**config.mk**
```make
export PLATFORM = sky130hd
export DESIGN_NAME = ccr_alu_flags
export DESIGN_NICKNAME = d
export VERILOG_FILES = /design/src/rtl/ccr_pkg.sv /design/src/rtl/ccr_addsub.sv /design/src/rtl/ccr_reg.sv /design/src/rtl/ccr_irq_gate.sv /design/src/rtl/ccr_alu_flags.sv
export SDC_FILE = /design/constraint.sdc
export NUM_CORES = 1
export LEC_CHECK = 0
export CAP_MARGIN = 10
export CORE_ASPECT_RATIO = 0.9
export CORE_UTILIZATION = 48
export CTS_CLUSTER_SIZE = 14
export DETAILED_ROUTE_END_ITERATION = 12
export GPL_ROUTABILITY_DRIVEN = 0
export PLACE_DENSITY = 0.79
export SYNTH_ARGS = -nofsm -noshare
export SYNTH_HDL_FRONTEND = slang
export SYNTH_SLANG_ARGS = --single-unit
```
**constraint.sdc**
```tcl
create_clock -name clk_i -period 12.2 [get_ports clk_i]
set_clock_uncertainty 0.2 [all_clocks]
set_input_delay 2.44 -clock clk_i [delete_from_list [all_inputs] [get_ports clk_i]]
set_output_delay 2.44 -clock clk_i [all_outputs]
set_load 0.01 [all_outputs]
```
**src/rtl/ccr_pkg.sv**
```systemverilog
package ccr_pkg;
  typedef enum logic [2:0] {
    OP_ADD  = 3'd0,
    OP_ADDX = 3'd1,
    OP_SUB  = 3'd2,
    OP_SUBX = 3'd3,
    OP_CMP  = 3'd4,
    OP_NEG  = 3'd5,
    OP_RSV6 = 3'd6,
    OP_RSV7 = 3'd7
  } alu_op_e;

  typedef enum logic [1:0] {
    SZ_BYTE  = 2'd0,
    SZ_WORD  = 2'd1,
    SZ_LONG  = 2'd2,
    SZ_LONG3 = 2'd3
  } alu_size_e;

  typedef enum logic [1:0] {
    SW_LOAD = 2'd0,
    SW_AND  = 2'd1,
    SW_OR   = 2'd2,
    SW_XOR  = 2'd3
  } sw_op_e;

  localparam int unsigned CcW  = 8;
  localparam int unsigned CcC  = 0;
  localparam int unsigned CcV  = 1;
  localparam int unsigned CcZ  = 2;
  localparam int unsigned CcN  = 3;
  localparam int unsigned CcU  = 4;
  localparam int unsigned CcH  = 5;
  localparam int unsigned CcUi = 6;
  localparam int unsigned CcI  = 7;

  typedef struct packed {
    logic h;
    logic n;
    logic z;
    logic v;
    logic c;
  } alu_flags_t;

  function automatic logic op_is_legal(alu_op_e op);
    return op inside {OP_ADD, OP_ADDX, OP_SUB, OP_SUBX, OP_CMP, OP_NEG};
  endfunction

  function automatic logic op_is_ext(alu_op_e op);
    return op inside {OP_ADDX, OP_SUBX};
  endfunction
endpackage

```
**src/rtl/ccr_addsub.sv**
```systemverilog
module ccr_addsub
  import ccr_pkg::*;
#(
  parameter int unsigned DATA_W = 32
) (
  input  alu_op_e             op_i,
  input  alu_size_e           size_i,
  input  logic [DATA_W-1:0]   a_i,
  input  logic [DATA_W-1:0]   b_i,
  input  logic                c_in_i,
  output logic [DATA_W-1:0]   result_o,
  output alu_flags_t          flags_o
);
  localparam int unsigned IdxW = $clog2(DATA_W) + 1;
  localparam int unsigned SumW = DATA_W + 1;
  localparam logic [IdxW-1:0] BMsb = IdxW'(DATA_W / 4 - 1);
  localparam logic [IdxW-1:0] WMsb = IdxW'(DATA_W / 2 - 1);
  localparam logic [IdxW-1:0] LMsb = IdxW'(DATA_W - 1);
  localparam logic [IdxW-1:0] HOff = IdxW'(4);
  localparam logic [DATA_W-1:0] AllOnes = '1;

  logic [IdxW-1:0]   msb, hidx;
  logic [DATA_W-1:0] size_mask, half_mask;
  logic [DATA_W-1:0] opa, opb, am, bx, res;
  logic              is_sub, cin, cy_in;
  logic [SumW-1:0]   full_sum, half_sum;

  always_comb begin
    case (size_i)
      SZ_BYTE: msb = BMsb;
      SZ_WORD: msb = WMsb;
      default: msb = LMsb;
    endcase
    hidx      = msb - HOff;
    size_mask = AllOnes >> (LMsb - msb);
    half_mask = AllOnes >> (LMsb - hidx);
  end

  always_comb begin
    is_sub = op_i inside {OP_SUB, OP_SUBX, OP_CMP, OP_NEG};
    cin    = op_is_ext(op_i) & c_in_i;
    opa    = (op_i == OP_NEG) ? '0 : a_i;
    opb    = (op_i == OP_NEG) ? a_i : b_i;
    am     = opa & size_mask;
    // subtract as A + ~B + ~borrow_in
    bx     = is_sub ? (~opb & size_mask) : (opb & size_mask);
    cy_in  = is_sub ? ~cin : cin;
    full_sum = {1'b0, am} + {1'b0, bx} + SumW'(cy_in);
    half_sum = {1'b0, am & half_mask} + {1'b0, bx & half_mask} + SumW'(cy_in);
    res      = full_sum[DATA_W-1:0] & size_mask;
  end

  always_comb begin
    result_o  = res;
    flags_o.c = full_sum[msb + IdxW'(1)] ^ is_sub;
    flags_o.h = half_sum[hidx + IdxW'(1)] ^ is_sub;
    flags_o.n = res[msb];
    flags_o.z = (res == '0);
    flags_o.v = (am[msb] == bx[msb]) && (res[msb] != am[msb]);
  end
endmodule

```
**src/rtl/ccr_reg.sv**
```systemverilog
module ccr_reg
  import ccr_pkg::*;
#(
  parameter logic [7:0] RST_VAL = 8'h80
) (
  input  logic       clk_i,
  input  logic       rst_ni,
  input  logic       alu_upd_i,
  input  logic       alu_ext_i,
  input  alu_flags_t flags_i,
  input  logic       sw_valid_i,
  input  sw_op_e     sw_op_i,
  input  logic [7:0] sw_data_i,
  input  logic       exc_entry_i,
  output logic [7:0] ccr_o
);
  logic [7:0] ccr_q, ccr_d, alu_val, sw_val;

  always_comb begin
    alu_val       = ccr_q;
    alu_val[CcC]  = flags_i.c;
    alu_val[CcV]  = flags_i.v;
    alu_val[CcN]  = flags_i.n;
    alu_val[CcH]  = flags_i.h;
    alu_val[CcZ]  = alu_ext_i ? (ccr_q[CcZ] & flags_i.z) : flags_i.z;

    unique case (sw_op_i)
      SW_LOAD: sw_val = sw_data_i;
      SW_AND:  sw_val = ccr_q & sw_data_i;
      SW_OR:   sw_val = ccr_q | sw_data_i;
      default: sw_val = ccr_q ^ sw_data_i;
    endcase

    ccr_d = ccr_q;
    if (alu_upd_i)   ccr_d = alu_val;
    if (sw_valid_i)  ccr_d = sw_val;
    if (exc_entry_i) ccr_d[CcI] = 1'b1;
  end

  always_ff @(posedge clk_i or negedge rst_ni) begin
    if (!rst_ni) ccr_q <= RST_VAL;
    else         ccr_q <= ccr_d;
  end

  assign ccr_o = ccr_q;
endmodule

```
**src/rtl/ccr_irq_gate.sv**
```systemverilog
module ccr_irq_gate (
  input  logic mask_i,
  input  logic irq_req_i,
  input  logic nmi_i,
  output logic take_o
);
  assign take_o = nmi_i | (irq_req_i & ~mask_i);
endmodule

```
**src/rtl/ccr_alu_flags.sv**
```systemverilog
module ccr_alu_flags
  import ccr_pkg::*;
#(
  parameter int unsigned DATA_W = 32
) (
  input  logic              clk_i,
  input  logic              rst_ni,
  input  logic              alu_valid_i,
  input  logic [2:0]        alu_op_i,
  input  logic [1:0]        alu_size_i,
  input  logic [DATA_W-1:0] src_a_i,
  input  logic [DATA_W-1:0] src_b_i,
  output logic [DATA_W-1:0] result_o,
  output logic              result_we_o,
  input  logic              sw_valid_i,
  input  logic [1:0]        sw_op_i,
  input  logic [7:0]        sw_data_i,
  input  logic              exc_entry_i,
  input  logic              irq_req_i,
  input  logic              nmi_i,
  output logic [7:0]        ccr_o,
  output logic              irq_take_o
);
  alu_op_e    op;
  alu_flags_t flags;
  logic       alu_upd;

  assign op          = alu_op_e'(alu_op_i);
  assign alu_upd     = alu_valid_i & op_is_legal(op);
  assign result_we_o = alu_upd & (op != OP_CMP);

  ccr_addsub #(.DATA_W(DATA_W)) i_addsub (
    .op_i     (op),
    .size_i   (alu_size_e'(alu_size_i)),
    .a_i      (src_a_i),
    .b_i      (src_b_i),
    .c_in_i   (ccr_o[CcC]),
    .result_o (result_o),
    .flags_o  (flags)
  );

  ccr_reg #(.RST_VAL(8'h80)) i_reg (
    .clk_i       (clk_i),
    .rst_ni      (rst_ni),
    .alu_upd_i   (alu_upd),
    .alu_ext_i   (op_is_ext(op)),
    .flags_i     (flags),
    .sw_valid_i  (sw_valid_i),
    .sw_op_i     (sw_op_e'(sw_op_i)),
    .sw_data_i   (sw_data_i),
    .exc_entry_i (exc_entry_i),
    .ccr_o       (ccr_o)
  );

  ccr_irq_gate i_irq (
    .mask_i    (ccr_o[CcI]),
    .irq_req_i (irq_req_i),
    .nmi_i     (nmi_i),
    .take_o    (irq_take_o)
  );
endmodule

```
### Word level (Yosys, flattened, before mapping)

Cells that the tools add are included.

| word-level totals | value |
|---|---|
| word-level logic and storage cells | 78 |
| flip-flop bits (word level) | 8 |
| output and inout port bits | 42 |
| input bits | 86 |

| operators by class | value |
|---|---|
| reductions and logical operators | 10 |
| $lt $le $gt $ge | 3 |
| bitwise gates (word level) | 20 |
| equality and inequality tests | 11 |
| shift operators | 2 |
| multiplexer cells | 20 |
| add/subtract/negate cells | 9 |

Operator list:

| operator | number |
|---|---|
| $and 32x32->32 | 6 |
| $mux 32 | 3 |
| $add 32x32->33 | 2 |
| $add 33x1->33 | 2 |
| $shr 32x6->32 const A | 2 |
| $logic_not 32->1 | 1 |
| $not 32->32 | 1 |
| $pmux 8 s3 | 1 |
| $bmux 1 s5 | 3 |
| $lt 6x7->1 const B | 2 |
| $bmux 1 s6 | 2 |
| $pmux 5 s2 | 1 |
| $and 8x8->8 | 1 |
| $mux 1 | 8 |
| $mux 8 | 1 |
| $or 8x8->8 | 1 |
| $xor 8x8->8 | 1 |
| $add 5x1->6 const B | 1 |
| $add 6x1->6 const B | 1 |
| $eq 3x2->1 const B | 2 |
| $eq 3x3->1 const B | 2 |
| $lt 5x6->1 const B | 1 |
| $mux 6 | 1 |
| $reduce_bool 2->1 | 3 |
| other kinds (18) | 26 |

### Longest topological paths before layout

| depth | value |
|---|---|
| word-level depth | 16 |
| gate-level depth with buffers | 19 |
| depth with buffers taken out | 15 |

### By module

Synthesis repeated with hierarchy kept, for this count alone.

| unflattened totals | value |
|---|---|
| cells, all modules | 630 |
| area, all modules | 4614.4 um2 |

Modules (own cells, without submodules):

| module | times used | area an instance (um2) | seq. area each (um2) | cells each |
|---|---|---|---|---|
| ccr_addsub | 1 | 3759.9 | 0.0 | 536 |
| ccr_reg | 1 | 815.8 | 201.4 | 88 |
| ccr_alu_flags | 1 | 27.5 | 0.0 | 4 |
| ccr_irq_gate | 1 | 11.3 | 0.0 | 2 |

### Worst setup path after synthesis

Ideal clock, no wire load.

| timing path | value |
|---|---|
| kind | input to output |
| from | input alu_op_i[1] |
| to | output result_o[29] |
| data arrival time | 6.510 ns |
| required time | 9.560 ns |
| cell stages on the path | 16 |
| path buffers | 4 |
| path slack | 3.050 ns |
| cells stage by stage | clkbuf_1 nand3b_1 clkbuf_1 clkbuf_1 clkbuf_1 mux2i_1 xnor2_1 fa_1 a21oi_2 o22ai_2 a211o_1 a211oi_1 o31a_1 o21ai_0 a211oi_1 nor2_1 |

| between the ends | value |
|---|---|
| cells in the longest elaborated chain, start to end | 8 |
| elaborated cells between the ends (all ways) | 20 |

Ends and longest elaborated chain:

| item | line | source |
|---|---|---|
| from (decl) | ccr_alu_flags.sv:9 | `input logic [2:0] alu_op_i,` |
| $eq 3x3->1 | ccr_addsub.sv:40, ccr_addsub.sv:42, ccr_addsub.sv:43 |  |
| $mux 32 | ccr_addsub.sv:43 | `opb = (op_i == OP_NEG) ? a_i : b_i;` |
| $not 32->32 | ccr_addsub.sv:46 | `bx = is_sub ? (~opb & size_mask) : (opb & size_mask);` |
| $and 32x32->32 | ccr_addsub.sv:46 |  |
| $mux 32 | ccr_addsub.sv:46 |  |
| $add 32x32->33 | ccr_addsub.sv:48 | `full_sum = {1'b0, am} + {1'b0, bx} + SumW'(cy_in);` |
| $add 33x1->33 (*) | ccr_addsub.sv:48 |  |
| $and 32x32->32 (*) | ccr_addsub.sv:50 | `res = full_sum[DATA_W-1:0] & size_mask;` |
| to (decl) | ccr_alu_flags.sv:13 | `output logic [DATA_W-1:0] result_o,` |

Every way passes the cells marked *; elsewhere a longest branch is shown, timed or not.

### Final worst setup path

| timing path | value |
|---|---|
| from | input alu_op_i[2] |
| to | output result_o[18] |

Same word-level chain as after synthesis.

==> results.md <==
Yosys:
- The netlist uses between 60 and 70 different library cells.
- The cell count after synthesis came out at 641.
- In the post-synthesis netlist, the biggest area contributors are ha_1 18%, xnor2_1 8.4%, mux2i_1 7.7%, and2_1 7.5%, and3_1 5.7%.
- The number of nets in the synthesized netlist is 795.
- The sequential element share of the synthesized area is 0.0429.
- The number of enable-type register cells in the synthesized netlist is 0.
- The share of flip-flops with an asynchronous set or reset is 1.00.
- The count of synthesis-stage warnings from yosys is 0.
- Summing every instance area after synthesis gives approximately 4700 um^2.
- In the synthesized netlist the dominant register cell turns out to be dfrtp_1.
- The per-instance average area after synthesis is ~7.3 um^2.
- Of the post-synthesis cell area, the dominant cell type holds 0.179.
- Of all cell types, the one taking the most synthesized area is ha_1.
- In this run, synthesis produced a sequential element count of 8.

Die:
- The top-level I/O count is between 100 and 150.
- After floorplanning, the core was sized to cover about 9300 um^2.
- In this run the horizontal extent of the chip is around 110 um.
- For this configuration, the core starts out at a cell density of 0.505.
- The die outline area is a little over 10,000 um^2.
- The floorplan step set the die height to around 96 um.
- The floorplan has 33 rows.

Routing:
- The detailed-route DRC error count is 0.
- The first detailed-routing pass took 5 iterations.
- Detailed routing inserted a total of 5,104 vias.
- The wire length after detailed routing is between 10,000 and 15,000 um.
- The violation count after the first detailed-routing iteration is roughly 380.
- The routed wirelength normalized by instance count is 15.8 um.
- The remaining antenna violation count after routing is 0.
- The average via count per standard cell is between 5 and 6.

Clock tree:
- Clock-pin slew was measured on the worst setup and hold paths at around 0.040 ns.
- The later pin in the worst-skew pair is clocked with a latency of approximately 0.23 ns.
- The number of clock sinks seen by CTS is 8.
- The number of setup buffers added after CTS is 0.
- The TritonCTS buffer count is 3.
- The CTS tree is done.
- The level count of the clock H-tree is 1.
- The clock passes through at most 2 buffers.
- Post-CTS repair changed the size of 0 cells.
- CTS placed an instance of clkbuf_8 at the clock tree root.
- The number of hold-repair buffers added at the cts stage is 0.

Global routing:
- The first global-routing pass estimated roughly 22,000 um of wire.
- The total congestion overflow after global routing is 0.
- The number of global-route vias before repair is roughly 5,000.
- Entering global routing, the biggest net connects a little over 80 pins.
- The number of antenna violations at the first check in global routing is 0.
- The overall fraction of global-route tracks in use is 0.265.

Pwr:
- In this run the power density over the cells is ~84 nW/um^2.
- The switching component of the power is approximately 0.00024 W.
- The leakage component of the power is ~2.8 nW.
- The switching share of total power is 0.476.
- Of the total power, registers draw 0.071.
- The maximum vdd drop is about 0.000048 V.
- The share of total power dissipated in the clock network is 0.068.
- The share of total power dissipated in combinational logic is 0.861.
- The internal power of the cells totals about 0.00027 W.

Critical path:
- The data arrival at the endpoint of the critical path is approximately 7.5 ns.
- Of all nets on the critical path, the largest fanout is 23.
- The timing startpoint of the critical path is alu_op_i[2].
- STA classifies the critical path endpoint as an output port.
- The internal reg-to-reg setup slack is around 7 ns.
- The critical path in this run is classified as primary input to output port.
- The worst path required time is around 9.6 ns.
- STA classifies the critical path startpoint as a primary input.
- In this run the critical register-to-register path is launched from i_reg.ccr_o[0]$_DFFE_PN0P_.

Timing:
- Dividing the final minimum period by the clock period gives 0.830.
- Static timing analysis puts the maximum clock frequency at approximately 99 MHz.
- For the pin with the worst max-slew slack, the measured transition is 1.04 ns.
- The final count of negative-setup-slack endpoints is 0.
- The number of endpoints with negative hold slack in the final report was 0.
- The final total negative setup slack is 0 ns.
- Counting I/O delays and the setup requirement, the final critical path takes 10.13 ns.
- The worst pin sits at a relative slew slack of 0.303.
- The worst slack on hold paths is around 0.37 ns.
- The final-report max-slew violation count is 0.
- Setup repair after global routing left no endpoint under its margin.

Flow run:
- Across the run, the number of max-cap violations was 0.

Hold path:
- The critical hold path startpoint is i_reg.ccr_o[7]$_DFFE_PN1P_.
- The worst hold path belongs to the class flop to flop.

Finish:
- The flip-flop count of the largest register, all copies and words added is 8.
- The net count of the finished layout is between 800 and 900.
- Compared with the post-synthesis result, the final layout area differs by 28.9%.
- Summing all multi-input logic gate instances after layout gives approximately 4200 um^2.
- The total area of sequential cells is 201 um^2.
- In the final layout, the share of cells above drive strength 1 is 0.0366.
- The filler cell count in the final layout is 821.
- The number of antenna diodes in the final layout is 0.

Place:
- The sum of net half-perimeters after detailed placement is approximately 11,000 um.
- The number of port buffers is 127.

Run status:
- The flow ran to the end, and the final reports show no timing, DRC or antenna violations.
==> per-layer routing <==
layer / wire length [um] / vias to the layer above / global-route usage
met5: 0 / - / 0
met2: 6370 / 212 / 0.477
met1: 6020 / 2369 / 0.343
met4: 280 / 0 / 0.0683
met3: 912 / 28 / 0.0230
li1: - / 2495 / -
==> area by class of cell <==
type / count / share of cell area
Timing Repair Buffer: 130 / 0.213
Clock buffer: 4 / 0.00745
Multi-Input combinational cell: 555 / 0.696
Sequential cell: 8 / 0.0333
Tap cell: 122 / 0.0253
Inverter: 40 / 0.0248
==> kinds of logic (layout without fill, tap and decap cells) <==
family | Yosys count | count (layout) | synth area share
mux | 43 | 43 | 0.110
fa+ha+maj | 68 | 68 | 0.183
flops | 8 | 8 | 0.0429
simple gates | 239 | 239 | 0.278
xor+xnor | 63 | 63 | 0.118
buf+inv | 78 | 174 | 0.0643
compound gates | 142 | 142 | 0.203
==> power by group through the flow <==
stage | clock network [W] | registers [W] | logic (W)
final | 0.0000347 | 0.0000359 | 0.000436
after CTS | 0.0000350 | 0.0000358 | 0.000432
after global placement | 0 | 0.0000356 | 0.000418
after detailed placement | 0 | 0.0000362 | 0.000429
after global routing | 0.0000367 | 0.0000365 | 0.000475
after floorplan | 0 | 0.0000367 | 0.000270
==> cells in the final DEF, fill, tap and decap left out, types with 3 or more instances in the layout <==
| master | n |
|---|---|
| clkbuf_8 | 3 |
| mux2i_1 | 36 |
| o21bai_1 | 4 |
| nand2b_1 | 9 |
| nand3_1 | 13 |
| nand4_1 | 13 |
| a211oi_1 | 8 |
| a21o_1 | 5 |
| inv_1 | 40 |
| a211o_1 | 4 |
| o22ai_1 | 3 |
| or3_1 | 3 |
| clkdlybuf4s50_1 | 126 |
| nor2_1 | 36 |
| mux4_2 | 7 |
| o21ai_0 | 20 |
| a21boi_0 | 4 |
| nor3_1 | 8 |
| or2_2 | 3 |
| o211ai_1 | 5 |
| a21oi_1 | 49 |
| o221ai_1 | 3 |
| and3_1 | 43 |
| or4_1 | 5 |
| a2111o_1 | 3 |
| ha_1 | 67 |
| xor2_1 | 17 |
| and2_1 | 56 |
| buf_4 | 3 |
| xnor2_1 | 45 |
| o21a_1 | 9 |
| nand2_1 | 39 |
| dfrtp_1 | 7 |
| a31oi_1 | 4 |
==> worst paths after layout <==
path | to | depth (start not counted)
max in group asynchronous | i_reg.ccr_o[7]$_DFFE_PN1P_ | 1
min in group asynchronous | i_reg.ccr_o[1]$_DFFE_PN0P_ | 1
max reg2reg | i_reg.ccr_o[2]$_DFFE_PN0P_ | 13
max | result_o[18] | 14
min reg2reg | i_reg.ccr_o[7]$_DFFE_PN1P_ | 2
min | i_reg.ccr_o[7]$_DFFE_PN1P_ | 2
==> synthesized netlist by cell type, types with 7 or more instances <==
master,instances
o21a_1,9
o21ai_0,20
xnor2_1,45
a211oi_1,8
ha_1,67
nand4_1,13
mux2i_1,36
inv_1,40
nand3_1,13
and2_1,56
xor2_1,18
a21oi_1,49
clkbuf_1,34
nand2_1,39
nor2_1,36
nand2b_1,9
and3_1,43
mux4_2,7
dfrtp_1,7
nor3_1,8
==> critical path, cell delays in order <==
cell and delay [ns]:
clkdlybuf4s50_1 0.67, xor2_4 0.86, buf_4 0.39, xor2_1 0.26, inv_1 0.07, ha_1 0.39, a21oi_1 0.38, nor2_1 0.16
o41ai_2 0.51, o211ai_1 0.25, a31oi_1 0.26, xnor2_1 0.13, and2_1 0.18, clkdlybuf4s50_1 0.55
==> per-stage QoR <==
step,cell area [um^2],util,power (W),setup slack [ns],std cells
after floorplan,4690,-,0.000306,3.05,641
after global placement,6000,0.646,0.000453,2.30,855
after detailed placement,6000,0.646,0.000465,2.17,855
after CTS,6040,0.651,0.000503,2.16,859
after global routing,6040,0.651,0.000549,1.67,859
final,6040,0.651,0.000507,2.07,859
(Power assumes the default switching activity.)
